`src/rtl/boot_dl_pkg.sv`:
```
package boot_dl_pkg;
  localparam int LEN_W = 16;
  localparam logic [7:0] BYTE_STX  = 8'h02;
  localparam logic [7:0] BYTE_SOH  = 8'h01;
  localparam logic [7:0] BYTE_ACK  = 8'h06;
  localparam logic [7:0] BYTE_NACK = 8'h15;
  localparam logic [7:0] CSUM_SEED = 8'hFF;

  typedef enum logic [2:0] {
    ST_IDLE, ST_STX, ST_HDR, ST_HACK, ST_CODE, ST_CSUM, ST_FACK
  } dl_state_t;

  function automatic logic [7:0] csum_step(input logic [7:0] c, input logic [7:0] b);
    return c ^ b;
  endfunction

  function automatic logic [31:0] lane_insert(input logic [31:0] w, input logic [7:0] b,
                                              input logic [1:0] lane);
    logic [31:0] r;
    r = w;
    r[lane*8 +: 8] = b;
    return r;
  endfunction
endpackage

```
`src/rtl/boot_dl_timer.sv`:
```
module boot_dl_timer #(
  parameter int TCW = 16
) (
  input  logic           clk,
  input  logic           rst_n,
  input  logic           run,
  input  logic           kick,
  input  logic [TCW-1:0] limit,
  output logic           expired
);
  logic [TCW-1:0] cnt;

  always_ff @(posedge clk or negedge rst_n) begin
    if (!rst_n)            cnt <= '0;
    else if (!run || kick) cnt <= '0;
    else                   cnt <= cnt + 1'b1;
  end

  assign expired = run && !kick && ({1'b0, cnt} + 1'b1 >= {1'b0, limit});


  timer_restart_chk: assert property (@(posedge clk) disable iff (!rst_n)
    kick |=> cnt == '0);
endmodule

```
`src/rtl/boot_dl_packer.sv`:
```
module boot_dl_packer import boot_dl_pkg::*; #(
  parameter int AW = 12,
  parameter logic [AW-1:0] BASE = 'h100
) (
  input  logic          clk,
  input  logic          rst_n,
  input  logic          clear,
  input  logic          push,
  input  logic [7:0]    din,
  input  logic          flush,
  output logic          we,
  output logic [AW-1:0] addr,
  output logic [31:0]   wdata,
  output logic [3:0]    be
);
  logic [1:0]    lane;
  logic [31:0]   acc;
  logic [3:0]    mask;
  logic [AW-1:0] widx;
  logic [31:0]   merged;
  logic [3:0]    mnext;

  assign merged = lane_insert(acc, din, lane);
  assign mnext  = mask | (4'b0001 << lane);

  always_ff @(posedge clk or negedge rst_n) begin
    if (!rst_n) begin
      lane <= '0; acc <= '0; mask <= '0; widx <= '0;
      we <= 1'b0; addr <= '0; wdata <= '0; be <= '0;
    end else begin
      we <= 1'b0;
      if (clear) begin
        lane <= '0; acc <= '0; mask <= '0; widx <= '0;
      end else if (push) begin
        if (lane == 2'd3 || flush) begin
          we    <= 1'b1;
          wdata <= merged;
          be    <= mnext;
          addr  <= BASE + widx;
          widx  <= widx + 1'b1;
          acc   <= '0;
          mask  <= '0;
          lane  <= '0;
        end else begin
          acc  <= merged;
          mask <= mnext;
          lane <= lane + 1'b1;
        end
      end
    end
  end


  lane0_present_chk: assert property (@(posedge clk) disable iff (!rst_n)
    we |-> (be == 4'h1 || be == 4'h3 || be == 4'h7 || be == 4'hF));
endmodule

```
`src/rtl/boot_dl_engine.sv`:
```
module boot_dl_engine import boot_dl_pkg::*; #(
  parameter int AW = 12,
  parameter logic [AW-1:0] BASE = 'h100,
  parameter int TCW = 16
) (
  input  logic           clk,
  input  logic           rst_n,
  input  logic           start,
  input  logic [TCW-1:0] timeout_cycles,
  output logic [7:0]     tx_data,
  output logic           tx_valid,
  input  logic           tx_ready,
  input  logic [7:0]     rx_data,
  input  logic           rx_valid,
  output logic           rx_ready,
  output logic           ram_we,
  output logic [AW-1:0]  ram_addr,
  output logic [31:0]    ram_wdata,
  output logic [3:0]     ram_be,
  output logic           done,
  output logic           error
);
  dl_state_t        state;
  logic [1:0]       hdr_idx;
  logic             hdr_ok;
  logic [LEN_W-1:0] len_q;
  logic [LEN_W-1:0] remain;
  logic [7:0]       csum;
  logic             rx_fire, tx_fire, tmo, last_byte, code_push, pack_clear;

  assign rx_ready   = (state == ST_HDR) || (state == ST_CODE) || (state == ST_FACK);
  assign tx_valid   = (state == ST_STX) || (state == ST_HACK) || (state == ST_CSUM);
  assign rx_fire    = rx_valid && rx_ready;
  assign tx_fire    = tx_valid && tx_ready;
  assign last_byte  = (remain == LEN_W'(1));
  assign code_push  = rx_fire && (state == ST_CODE);
  assign pack_clear = tx_fire && (state == ST_HACK);

  always_comb begin
    case (state)
      ST_STX:  tx_data = BYTE_STX;
      ST_HACK: tx_data = hdr_ok ? BYTE_ACK : BYTE_NACK;
      ST_CSUM: tx_data = csum;
      default: tx_data = 8'h00;
    endcase
  end

  boot_dl_timer #(.TCW(TCW)) u_timer (
    .clk(clk), .rst_n(rst_n), .run(rx_ready), .kick(rx_fire),
    .limit(timeout_cycles), .expired(tmo)
  );

  boot_dl_packer #(.AW(AW), .BASE(BASE)) u_pack (
    .clk(clk), .rst_n(rst_n), .clear(pack_clear), .push(code_push),
    .din(rx_data), .flush(last_byte), .we(ram_we), .addr(ram_addr),
    .wdata(ram_wdata), .be(ram_be)
  );

  always_ff @(posedge clk or negedge rst_n) begin
    if (!rst_n) begin
      state <= ST_IDLE; hdr_idx <= '0; hdr_ok <= 1'b0; len_q <= '0;
      remain <= '0; csum <= CSUM_SEED; done <= 1'b0; error <= 1'b0;
    end else if (tmo) begin
      state <= ST_IDLE;
      error <= 1'b1;
    end else begin
      case (state)
        ST_IDLE: if (start) begin
          done <= 1'b0; error <= 1'b0; state <= ST_STX;
        end
        ST_STX: if (tx_fire) begin
          hdr_idx <= '0; hdr_ok <= 1'b0; state <= ST_HDR;
        end
        ST_HDR: if (rx_fire) begin
          hdr_idx <= hdr_idx + 1'b1;
          case (hdr_idx)
            2'd0:    hdr_ok <= (rx_data == BYTE_SOH);
            2'd1:    len_q[7:0] <= rx_data;
            default: begin len_q[15:8] <= rx_data; state <= ST_HACK; end
          endcase
        end
        ST_HACK: if (tx_fire) begin
          csum   <= CSUM_SEED;
          remain <= len_q;
          if (!hdr_ok)            state <= ST_STX;
          else if (len_q == '0)   state <= ST_CSUM;
          else                    state <= ST_CODE;
        end
        ST_CODE: if (rx_fire) begin
          csum   <= csum_step(csum, rx_data);
          remain <= remain - 1'b1;
          if (last_byte) state <= ST_CSUM;
        end
        ST_CSUM: if (tx_fire) state <= ST_FACK;
        ST_FACK: if (rx_fire) begin
          if (rx_data == BYTE_ACK) done <= 1'b1;
          else                     error <= 1'b1;
          state <= ST_IDLE;
        end
        default: state <= ST_IDLE;
      endcase
    end
  end


  tx_hold_chk: assert property (@(posedge clk) disable iff (!rst_n)
    (tx_valid && !tx_ready) |=> (tx_valid && $stable(tx_data)));

  no_dual_dir_chk: assert property (@(posedge clk) disable iff (!rst_n)
    !(tx_valid && rx_ready));

  flags_excl_chk: assert property (@(posedge clk) disable iff (!rst_n)
    !(done && error));

  timeout_idle_chk: assert property (@(posedge clk) disable iff (!rst_n)
    tmo |=> (!rx_ready && !tx_valid && error));

  write_in_code_chk: assert property (@(posedge clk) disable iff (!rst_n)
    ram_we |-> $past(code_push));
endmodule

```
`config.mk`:
```
export PLATFORM = sky130hd
export DESIGN_NAME = boot_dl_engine
export DESIGN_NICKNAME = d
export VERILOG_FILES = /design/src/rtl/boot_dl_pkg.sv /design/src/rtl/boot_dl_timer.sv /design/src/rtl/boot_dl_packer.sv /design/src/rtl/boot_dl_engine.sv
export SDC_FILE = /design/constraint.sdc
export NUM_CORES = 1
export LEC_CHECK = 0
export BUFFER_PORTS_ARGS = -buffer_cell sky130_fd_sc_hd__buf_2
export CORE_ASPECT_RATIO = 0.8
export CORE_MARGIN = 2
export CORE_UTILIZATION = 59
export DETAILED_ROUTE_END_ITERATION = 12
export GPL_TIMING_DRIVEN = 0
export PLACE_DENSITY = 0.77
export SLEW_MARGIN = 20
export SYNTH_ARGS = -nofsm -noshare
export SYNTH_HDL_FRONTEND = slang
export SYNTH_SLANG_ARGS = --single-unit
```
`constraint.sdc`:
```
create_clock -name clk -period 3.85 [get_ports clk]
set_input_delay 0.1925 -clock clk [delete_from_list [all_inputs] [get_ports clk]]
set_output_delay 0.1925 -clock clk [all_outputs]
set_load 0.1 [all_outputs]
```
==> impl_summary.md, run 1 <==
STA
For the pin with the worst max-slew slack, the measured transition is between 0.7 and 0.8 ns. For the finished layout, the period the worst path requires is 3.512 ns. Setup repair after global routing left no endpoint under its margin. The ratio of final minimum period to clock period is 91.22%. The fmax is 0.2847 GHz. The count of final max-slew check failures came to 0. The worst max-slew margin expressed relative to the limit is 49.01%. The final hold violation count came to 0. Setup violations remaining at the end of the flow were counted as 0. The sum of negative setup slack is 0 ns. The clock skew after layout is 0.006037 ns.

Final layout
The net count of the finished layout is 994. The count of cells in the finished layout, fillers not included, comes to about 1100. The leading cell type in the layout, fill and taps excluded is sky130_fd_sc_hd__dfrtp_1. In the layout the commonest cells are 155 x sky130_fd_sc_hd__dfrtp_1, 93 x sky130_fd_sc_hd__buf_2, 81 x sky130_fd_sc_hd__o21ai_0.

The fill cell total of the finished layout is 1073. The area taken by flip-flops and latches is 4089 µm². The post-route netlist has 19.01% of its cells at a drive strength greater than 1. The area growth from synthesis to layout is 16.43%. The multi-input gate area in the final layout is 3800 µm².

Clock network
The clock-pin slew reported for the worst setup and hold paths after clock tree synthesis is about 0.06 ns. The worst-case clock buffer depth is 2. The clock sink total is 163. TritonCTS built the clock tree. The clock latency of the later-clocked register in the worst-skew pair is around 0.43 ns. The number of CTS-inserted buffers is 17. The root buffer cell chosen for the clock tree is sky130_fd_sc_hd__clkbuf_16.

In this run the number of H-tree levels came out at 4.

Synth
The post-synthesis instance total is about 800. The sequential cell area fraction in the yosys report is approximately 50%. The share of synthesized flip-flops with an asynchronous set or reset is between 90% and 100%. The most used flip-flop cell after synthesis is sky130_fd_sc_hd__dfrtp_1.

The number of nets produced by synthesis is a little under 900. The post-synthesis instance area is 8225 µm². Synthesis instantiated 63 different standard cells from the library.

The number of synthesized register bits is 163. Averaged over all synthesized cells, the footprint is 9.982 µm². The Yosys step of the flow raised 0 warnings.

Counting flops with a built-in enable in the synthesized netlist gives 0.

Placed design
The final HPWL from detailed placement is 13930 µm. During placement, the flow inserted port buffers numbering between 80 and 90. The placed cell count is 1094. Routability-driven placement finished with a final weighted congestion of between 0.9 and 1.

Critical path
The largest individual stage delay along the critical path comes from the cell sky130_fd_sc_hd__or4_1. In this run the worst path has a maximum fanout of 5. STA classifies the critical path endpoint as a register. The depth of the most critical reg-to-reg path is 10. On the worst path, the slowest cell contributes a delay of 0.56 ns.

For flop-to-flop paths, the worst setup slack is 0.34 ns. Walking the worst path, the cells encountered are ha_1 -> nand3_1 -> nor4_1 -> and3_1 -> xor2_1 -> ha_1 -> and3_1 -> a221oi_1 -> a31oi_1 -> or4_1. The buffering stage count on the worst path with inverters included is 0. The worst register-to-register path ends at error.

In this run the critical register-to-register path is launched from u_timer.cnt[0]. STA puts the critical path data arrival time at 3.82 ns. The startpoint kind of the worst setup timing path is a register. The critical path required time is roughly 4.2 ns. The worst setup path is of the reg -> reg kind. Broken down by cell family, the worst path's largest delay share belongs to simple AND/OR/NAND/NOR gates.

Floorplanning
The overall die area is 14910 µm². The I/O pin count is 90. The initial utilization of the core area, before any placement, comes to 60.49%. The area of the core is 13600 µm². After floorplanning, the core was divided into 38 placement rows.

The die span in y is between 100 and 150 µm. The die is 136.0 µm wide.

Worst hold path
Along the worst hold path, the cell count comes to 3. The worst hold path class is in -> reg. The hold path startpoint is rx_data[4]. For hold timing, the worst endpoint is csum[4].

Power and ir drop
The power spent charging and discharging nets is 1962 µW. After layout, the design draws a total of 5468 µW. Per report_power, the clock group accounts for approximately a third of the total. VDD sags by at most 0.4196 mV. Internal power comes to 3506 µW. The standby leakage power is 0.004691 µW.

The fraction of power spent switching nets is 35.88%. The total power divided by cell area is 571.0 nW/µm². Of the total power, combinational logic draws 27.3%. Sequential cells burn between 30% and 40% of the power.

Flow run
The tool flagged a number of max-cap violations equal to 0.

Status
The run finished with clean final reports.

Route
The first-iteration detailed-routing DRC count is 560. For this block, the via count after detailed routing is approximately 6800. In the final routed layout, each cell accounts on average for 18.08 µm. The detail-routed via count per cell is roughly 6. The number of detailed-route iterations in the first pass is 5.

The overall routed net length is 20390 µm. Once detail routing completed, the nets flagged for antenna violations numbered 0. For this run, design rule violations remaining after detail routing come to 0.

Global routing
In the global route stage, overall resource usage came out at approximately 29%. The via count of the first global-routing pass is approximately 6400. Entering global routing, the biggest net connects between 80 and 90 pins. The global-route wire length before repair is 33000 µm. The total global routing overflow is 0. The initial antenna violation count is 1.
==> power groups by stage <==
stage | combinational, µW | sequential, µW | clock, µW
after CTS | 1480 | 2150 | 1820
after detailed placement | 1470 | 2180 | 0
after global routing | 1630 | 2190 | 1900
after floorplan | 1100 | 2130 | 0
final | 1490 | 2160 | 1820
after global placement | 1440 | 2170 | 0
==> per-stage QoR <==
step                      utilization, %  hold WS [ns]  area, µm²  worst slack [ns]
after CTS                          70.41       0.07125       9574            0.3413
after floorplan                        -       -0.1031       8225            0.4069
after global routing               70.41       0.09980       9574           0.09343
after global placement             65.42        0.4585       8896           0.09742
after detailed placement           65.70        0.2189       8934            0.4506
final                              70.43       0.07981       9577            0.3380
==> layer usage <==
layer,GRT usage [%],wire length (µm),up-vias
met4,11.76,483,0
li1,-,-,3146
met2,43.43,9202,224
met5,0,0,-
met3,4.841,1216,39
met1,42.15,9489,3360
==> synth_stat cells (6+ instances only) <==
library cell               count  share of area (%)
sky130_fd_sc_hd__a21oi_1      73                4.4
sky130_fd_sc_hd__nor2_1       45                2.1
sky130_fd_sc_hd__nor3_1       12               0.73
sky130_fd_sc_hd__and2_1       18                1.4
sky130_fd_sc_hd__nand3_1      22                1.3
sky130_fd_sc_hd__and3_1       21                1.6
sky130_fd_sc_hd__nor4_1        9               0.68
sky130_fd_sc_hd__a22o_1       30                3.2
sky130_fd_sc_hd__dfrtp_1     155                 47
sky130_fd_sc_hd__dfstp_2       8                2.6
sky130_fd_sc_hd__inv_1        27                1.2
sky130_fd_sc_hd__ha_1         31                4.7
sky130_fd_sc_hd__nor2b_1      43                3.3
sky130_fd_sc_hd__xnor2_1       6               0.64
sky130_fd_sc_hd__xor2_1       17                1.8
sky130_fd_sc_hd__clkbuf_1     39                1.8
sky130_fd_sc_hd__mux2_2       20                2.7
sky130_fd_sc_hd__nand4_1       7               0.53
sky130_fd_sc_hd__nand2_1      64                2.9
sky130_fd_sc_hd__o21ai_0      81                4.9
==> worst register-to-register path, delay by kind of cell, from the launching register on <==
family | cells | cell delay, ns
simple gates | 5 | 1.66
compound gates | 2 | 0.60
fa+ha+maj | 2 | 0.49
flops | 1 | 0.42
xor+xnor | 1 | 0.22
==> cell families after synthesis <==
logic type	after synthesis	synth area share (%)
AND/OR/NAND/NOR	274	18.16
flip-flops	163	49.71
XOR/XNOR	23	2.449
multiplexers	29	4.138
buffers and inverters	79	4.092
adder cells (fa/ha/maj)	31	4.716
AO/OA/AOI/OAI	225	16.73
==> what timing repair did <==
item                                   4_1_cts  5_1_grt
hold buffers                                 1        0
buffers inserted                             0        0
resized for setup                            0        0
endpoints found under the hold margin       74        0
==> worst max-delay path by stage <==
stage | slack [ns] | cells past startpoint | start | endpoint
finish | 0.34 | 10 | u_timer.cnt[0] | error
global route | 0.09 | 10 | u_timer.cnt[0] | error
CTS | 0.34 | 10 | u_timer.cnt[0] | error
detailed placement | 0.45 | 10 | u_timer.cnt[0] | error
global placement | 0.1 | 1 | rst_n | u_pack.wdata[26]
floorplan | 0.41 | 4 | state[2] | state[0]
==> registers in the layout, summed over array words and instances, names as in the netlist, 2 cells and up <==
signal	cells
u_timer.cnt	16
u_pack.wdata	32
csum	8
u_pack.widx	12
remain	16
hdr_idx	2
u_pack.mask	4
u_pack.acc	32
u_pack.be	4
len_q	16
u_pack.lane	2
u_pack.addr	12
state	3
==> cell type report <==
class	instances	share of cell area [%]
Buffer	52	2.456
Inverter	27	1.058
Tap cell	180	2.352
Clock inverter	15	2.143
Sequential cell	163	42.70
Multi-Input combinational cell	582	39.68
Timing Repair Buffer	91	5.148
Clock buffer	17	4.442
Antenna cell	1	0.02613
(Power assumes the default switching activity.)
==> inputs of run 2 (changes only) <==
Settings changed: ABC_AREA from default to 1.
==> impl_summary.md, run 2 <==
Route
The remaining antenna violation count is 0. Dividing the detail-routed via count by the number of cells gives 5.561. The count of unresolved DRC violations after routing is 0. Summed over all layers, the routed wires come to 21510 µm. For this run, the detailed router's first-pass iteration total came to 8. In the final routed layout, each cell accounts on average for 15.34 µm. Detailed routing inserted a total of 7797 vias. The first-iteration detailed-routing DRC count is 989.

Critical path
The critical path required time is 4.17 ns. In this design, the stage delay of the slowest critical-path cell is about 0.4 ns. In this design, the largest share of critical-path delay is due to simple AND/OR/NAND/NOR gates.

Of all nets on the critical path, the largest fanout is 4. The signal on the critical path passes through ha_1 -> nand2_1 -> nor2_1 -> and2_1 -> xor2_1 -> inv_1 -> ha_1 -> nand2_1 -> inv_1 -> nand2_1 -> inv_1 -> nand2_1 -> nand3_1 -> nand2_1 -> nand2_1 -> nand2_1 -> nand2_1 -> inv_1. For the worst setup path, the data arrival time is 3.02 ns. The endpoint of the most critical register-to-register path is state[2]. The endpoint kind of the worst setup timing path is a register. The depth of the most critical reg-to-reg path is 18. Across all register-to-register paths, the minimum setup slack is 1.16 ns. The slowest stage of the critical path is the sky130_fd_sc_hd__dfrtp_1 cell. Among the stages of the critical path, the cell type that occurs most often is sky130_fd_sc_hd__nand2_1.

The worst register-to-register path begins at u_timer.cnt[0]. The critical path is of the reg -> reg type. The buffering stage count on the worst path with inverters included is 4. STA classifies the critical path startpoint as a register.

Synth
The post-synthesis instance total is 1095. The number of synthesized register bits is 163. The cell with the most instances after synthesis is sky130_fd_sc_hd__nand2_1. Sorting the synthesized cells by area gives the leading types as sky130_fd_sc_hd__dfrtp_1 45%, sky130_fd_sc_hd__nand2_1 14%, sky130_fd_sc_hd__inv_1 6.6%, sky130_fd_sc_hd__o22ai_1 4.6%, sky130_fd_sc_hd__ha_1 4.5%.

The most used flip-flop cell after synthesis is sky130_fd_sc_hd__dfrtp_1. For this run, the register share of the synthesized area comes to a little under half. The post-synthesis instance area is 8556 µm². The netlist uses 39 different library cells. The mean instance size in the synthesized netlist is around 8 µm².

Counting flops with a built-in enable in the synthesized netlist gives 0. In the synthesized netlist the async set-or-reset flop fraction comes to between 90% and 100%. Counting instances in the post-synthesis netlist gives the leading cell types as 324 x sky130_fd_sc_hd__nand2_1, 155 x sky130_fd_sc_hd__dfrtp_1, 151 x sky130_fd_sc_hd__inv_1, 91 x sky130_fd_sc_hd__nor2_1, 63 x sky130_fd_sc_hd__o22ai_1. The synthesized design devotes to its leading area cell type 45.33% of total area. The largest total area in the synthesized netlist belongs to sky130_fd_sc_hd__dfrtp_1. The number of nets produced by synthesis is 1155. The warning count from the yosys run is 0.

Final layout
The share of the core filled with cells in the final layout is 69.23%. Summing all flip-flop and latch instances after layout gives 4089 µm². The library cell used most frequently in the layout, excluding fill and tap cells, is sky130_fd_sc_hd__nand2_1. The count of nets after finishing is about 1300.

In the final layout, the multi-input gates occupy 3647 µm². The post-layout instance area is 9864 µm². The library cells used most frequently in the layout, excluding fill and tap cells, are 324 x sky130_fd_sc_hd__nand2_1, 155 x sky130_fd_sc_hd__dfrtp_1, 151 x sky130_fd_sc_hd__inv_1. The share of final-layout standard cells stronger than drive strength 1 is 14.37%. The fill cell total of the finished layout is about 1200. The area overhead of the layout relative to synthesis is 15.30%. 0 antenna diodes ended up in the layout. The largest registers in the layout are u_pack.acc: 32 flops, u_pack.wdata: 32 flops.

Worst hold path
The instance count along the most critical hold path is 3. The worst hold path class is in -> reg. The worst hold path begins at rx_data[5]. The worst hold path terminates at csum[5].

Clock network
The clock tree root buffer cell is sky130_fd_sc_hd__clkbuf_16. The clock sink total is 163. The clock-pin slew reported for the worst setup and hold paths after clock tree synthesis is 0.07 ns.

The clock latency of the later-clocked register in the worst-skew pair is 0.43 ns. The level count of the clock H-tree is 4. In this run, CTS created clock tree buffers numbering 17. The worst-case clock buffer depth is 2. TritonCTS built the clock tree.

Flow run
Max-cap violations in this run came to 0.

STA
The clock skew after layout is 0.01046 ns. The smallest clock period supported by the final layout is computed as 2.694 ns. Headroom to the max-slew limit came out at 58.77%. The fmax is 0.3713 GHz. Setup repair after global routing left no endpoint under its margin.

Setup violations remaining at the end of the flow were counted as 0. The final hold violation count was 0. The count of final max-slew check failures is 0. The slew at the pin closest to its max-slew limit is around 0.6 ns. In the finished design, the share of the clock period the worst path needs comes to 69.96%. The sum of negative setup slack is 0 ns.

Power and ir drop
Total power for the finished layout comes to 6953 µW. The worst-case vdd ir drop is 0.7022 mV. The standby leakage power is 0.005258 µW. Power spread over the standard cell area amounts to 704.9 nW/µm².

Floorplanning
Once the floorplan was initialized, standard cells occupied 60.05% of the core. The overall die area is between 15000 and 20000 µm². The die is roughly 140 µm wide.

In this run the count of I/O pins placed on the die edge is 90. The area of the core is 14250 µm². The die span in y is 111.7 µm. The initialized floorplan defines 39 standard-cell rows.

Status
The flow ran to the end, and the final reports show no timing, DRC or antenna violations.

Global routing
The via count of the first global-routing pass is 7375. The largest net degree at the start of global routing is 100. After global routing the overflow that remains totals 0. Across every metal layer, demand over resource in global routing totals a little under 30%. The initial antenna violation count is 0.

The global-route wire length before repair is 36140 µm.

Placed design
The congestion estimate from routability-driven global placement came to 0.9448. The cell area after placement is 9269 µm². The final HPWL from detailed placement is 15560 µm. The number of port buffers is about 90.
## run 2: routing by layer
layer	GRT usage (%)	wire [µm]
met1	43.80	9860
met2	42.57	9300
met3	6.839	1959
met4	7.340	392
met5	0	0
## run 2: logic make-up after synthesis
family	Yosys count	synth area share, %
AO/OA/AOI/OAI	173	11.66
XOR/XNOR	17	1.740
adder cells (fa/ha/maj)	31	4.533
buffers and inverters	195	9.579
flip-flops	163	47.79
AND/OR/NAND/NOR	516	24.70
## run 2: report_power, final
group,switching (µW),internal (µW),leakage [µW]
registers,313,2190,0.00216
clock network,754,931,0.000280
logic,2000,772,0.00282
total,3070,3890,0.00526
## run 2: worst reg2reg max path, stage by stage (launching register included)
cell                      delay (ns)
sky130_fd_sc_hd__dfrtp_1        0.41
sky130_fd_sc_hd__ha_1           0.19
sky130_fd_sc_hd__nand2_1        0.07
sky130_fd_sc_hd__nor2_1         0.26
sky130_fd_sc_hd__and2_1         0.23
sky130_fd_sc_hd__xor2_1         0.25
sky130_fd_sc_hd__inv_1          0.08
sky130_fd_sc_hd__ha_1           0.30
sky130_fd_sc_hd__nand2_1        0.07
sky130_fd_sc_hd__inv_1          0.05
sky130_fd_sc_hd__nand2_1        0.08
sky130_fd_sc_hd__inv_1          0.08
sky130_fd_sc_hd__nand2_1        0.05
sky130_fd_sc_hd__nand3_1        0.09
sky130_fd_sc_hd__nand2_1        0.06
sky130_fd_sc_hd__nand2_1        0.08
sky130_fd_sc_hd__nand2_1        0.10
sky130_fd_sc_hd__nand2_1        0.08
sky130_fd_sc_hd__inv_1          0.04
## run 2: cell type report
| cell class | count | area share, % |
|---|---|---|
| multi-input cells | 737 | 36.97 |
| plain buffers | 40 | 2.410 |
| flip-flops and latches | 163 | 41.45 |
| well taps | 184 | 2.334 |
| repair buffers | 91 | 4.997 |
| clock inverters | 13 | 1.446 |
| inverters | 155 | 5.898 |
| clock buffers | 19 | 4.490 |
## run 2: worst max-delay path by stage
stage                       end            from  cells after the start  slack (ns)
2_1_floorplan        tx_data[0]        state[0]                      4        0.68
3_3_place_gp   u_pack.wdata[18]           rst_n                      1        0.11
3_5_place_dp           state[1]  u_timer.cnt[0]                     18        1.16
4_1_cts                state[1]  u_timer.cnt[0]                     18        1.14
5_1_grt                state[2]  u_timer.cnt[0]                     16        0.77
6_report               state[2]  u_timer.cnt[0]                     18        1.16
## run 2: timing repair
| action | 4_1_cts | 5_1_grt |
|---|---|---|
| hold buffers | 1 | 0 |
| gates resized for setup | 0 | 0 |
| hold endpoints to repair | 64 | 0 |
| setup endpoints to repair | 0 | 0 |
| setup buffers | 0 | 0 |
## run 2: metrics by stage
| step | worst slack (ns) | hold slack, ns | instances |
|---|---|---|---|
| after floorplan | 0.6842 | -0.1031 | 1095 |
| after global placement | 0.1099 | 0.4494 | 1368 |
| after detailed placement | 1.158 | 0.1730 | 1369 |
| after CTS | 1.138 | 0.04291 | 1402 |
| after global routing | 0.7739 | 0.06154 | 1402 |
| final | 1.156 | 0.04854 | 1402 |
==> inputs of run 3 (changes only) <==
Settings changed: CORE_UTILIZATION 59 to 54, PLACE_DENSITY 0.77 to 0.74.
Clock period 3.85 ns to 2.2 ns, I/O delays scaled along.
==> impl_summary.md, run 3 (same netlist as run 2, synthesis figures left out) <==
Critical path
The launch point of the worst path is u_timer.cnt[0]. The critical path is of the reg -> reg type. The largest incremental delay on the critical path is 0.39 ns. The launch point of the worst reg-to-reg path is u_timer.cnt[0]. Data on the critical path arrives at its endpoint at 2.71 ns.

The cell family contributing the most delay on the critical path is simple AND/OR/NAND/NOR gates. The cell repeated most along the worst path is sky130_fd_sc_hd__nand2_1. Along the worst path, the maximum fanout reaches 3. The startpoint kind of the worst setup timing path is a register. The cell type of the slowest stage on the worst timing path is sky130_fd_sc_hd__dfrtp_1.

STA classifies the critical path endpoint as a register. Walking the worst path, the cells encountered are ha_2 -> nand2_2 -> nor2_4 -> nand4_1 -> nor2_1 -> xor2_1 -> ha_1 -> nand2_1 -> nand2_1 -> a21oi_1 -> nand3_1 -> nor2_1 -> nand2_1 -> nand2_2 -> nand2_1. For the worst setup path, the data required time is ~2.5 ns. Counting both buffers and inverters, the worst setup path holds a total of 0.

Route
For this block, the initial DRC count from the detailed router was 700. After detailed routing, the number of remaining DRC violations is 0. Across all layers, the routed design uses a little under 8000 vias. The final routed wire length divided by cell count is 15.01 µm. The overall routed net length is 21730 µm. The remaining antenna violation count is 0. The detail-routed via count per cell is around 5.4. For this run, the detailed router's first-pass iteration total came to 5.

Placed design
The final HPWL from detailed placement is 15570 µm. Buffers placed on the I/O ports in this run total 89. In this run the cell area measured after placement is 9314 µm². The congestion estimate from routability-driven global placement came to 0.8959. The setup slack after placement is -0.3751 ns.

Final layout
The antenna diode count is 0. The finished cells cover 10220 µm². The area taken by flip-flops and latches is 4090 µm². The leading cell type in the layout, fill and taps excluded is sky130_fd_sc_hd__nand2_1. The area overhead of the layout relative to synthesis is 19.41%. The share of final-layout standard cells stronger than drive strength 1 is approximately 17%. After the last flow step, the layout net total stands at between 1000 and 1500.

The largest registers in the layout are u_pack.acc: 32 flops, u_pack.wdata: 32 flops. The multi-input gate area in the final layout is 3745 µm². The fill cell total of the finished layout is between 1000 and 1500. In the layout the commonest cells are 320 x sky130_fd_sc_hd__nand2_1, 154 x sky130_fd_sc_hd__dfrtp_1, 150 x sky130_fd_sc_hd__inv_1.

STA
The worst path in the final design needs a cycle of around 2.4 ns, including I/O delays and setup. The count of final max-slew check failures is 0. Measured against its own limit, the worst slew margin works out to between 50% and 60%. Setup violations remaining at the end of the flow were counted as 3. Based on the critical path, the design can be clocked at up to 0.4167 GHz.

Once routing completed, OpenROAD measured the worst setup slack at -0.2000 ns. The sum of negative setup slack is -0.5830 ns. After layout, the worst path uses 109.1% of the clock period. The clock skew after layout is around 0.011 ns.

For the pin with the worst max-slew slack, the measured transition is 0.6667 ns. The final hold violation count is 0. Setup repair after global routing could not meet its margin everywhere. The final hold slack is 0.1280 ns.

Status
The checks that failed: negative setup slack. The run finished, with violations left.

Global routing
The met1 routing resource usage after global routing is between 40 and 50%. The most utilized layer in the global route result is met2. The largest net degree at the start of global routing is 90. The global-route wire length before repair is between 30000 and 40000 µm. The via count of the first global-routing pass is 7161.

The initial antenna violation count is 0. The all-layer global routing usage is 27.04%. For this run the aggregate overflow at the end of global routing stands at 0. The met3 demand-to-capacity share in global routing is 5.658%. For this run, global-route usage on met2 was measured as 40.19%.

Worst hold path
The worst hold path class is in -> reg. The worst hold path begins at tx_ready.

Floorplanning
The floorplan step defined a die boundary enclosing 16870 µm². After floorplanning, the core was sized to cover 15650 µm². The I/O pin count is 90. For this configuration, the core starts out at a cell density of 54.68%. Row generation in the floorplan step produced 41 rows. The die is 116.6 µm tall. Measured along the x axis, the die boundary spans 144.7 µm.

Clock network
The worst-case clock buffer depth is 2. The level count of the clock H-tree is 4. The clock latency of the later-clocked register in the worst-skew pair is 0.43 ns.

The clock sink total is ~160. After clock tree synthesis, the clock-pin slew on the worst setup and hold paths is 0.06 ns. Counting the buffers created by CTS gives 17. The clock tree from TritonCTS is built.

The clock tree root buffer cell is sky130_fd_sc_hd__clkbuf_16.

Flow run
The count of max-cap constraint violations is 0.

Power and ir drop
In this run the power density over the cells is 1224 nW/µm². Across the VDD grid, the largest voltage drop is ~0.90 mV. The standby leakage power is 0.005354 µW.
## run 3: where the power goes
part           switching, µW  internal (µW)  total [µW]
clock network           1250           1940        3180
registers                536           3830        4360
logic                   3510           1450        4960
## run 3: layout make-up
type	count	area share, %
Clock buffer	20	4.372
Buffer	38	2.290
Clock inverter	12	1.776
Timing Repair Buffer	108	6.503
Inverter	155	5.732
Tap cell	215	2.633
Sequential cell	163	40.04
Multi-Input combinational cell	737	36.66
## run 3: worst paths after layout
| check | end | slack [ns] | cells after the start |
|---|---|---|---|
| max | error | -0.20 | 15 |
| min | hdr_idx[1] | 0.13 | 4 |
| max reg2reg | error | -0.20 | 15 |
| min reg2reg | u_pack.wdata[3] | 0.47 | 2 |
| max in group asynchronous | csum[2] | 1.07 | 3 |
| min in group asynchronous | u_pack.widx[0] | 0.24 | 2 |
## run 3: through the flow
| step | instances | util, % | total power, µW |
|---|---|---|---|
| 2_1_floorplan | 1095 | - | 7981 |
| 3_3_place_gp | 1399 | 59.29 | 9014 |
| 3_5_place_dp | 1400 | 59.53 | 9113 |
| 4_1_cts | 1447 | 64.76 | 12360 |
| 5_1_grt | 1448 | 65.29 | 13250 |
| 6_report | 1448 | 65.29 | 12500 |
## run 3: layer usage
layer	routed length, µm	up-vias
met1	10520	3678
met5	0	-
met3	1532	32
met4	344	0
met2	9338	284
li1	-	3769
## run 3: what timing repair did
action / in CTS / in global routing
gates resized for setup: 18 / 18
setup buffers: 6 / 2
cloned: 0 / 0
endpoints found under the setup margin: 70 / 69
pin swaps: 11 / 9
endpoints found under the hold margin: 83 / 0
hold buffers: 10 / 0
## run 3: worst min-delay path: cells and delay by family
| family | cells | cell delay, ns |
|---|---|---|
| compound gates | 1 | 0.08 |
| simple gates | 2 | 0.22 |
| buf+inv | 1 | 0.10 |
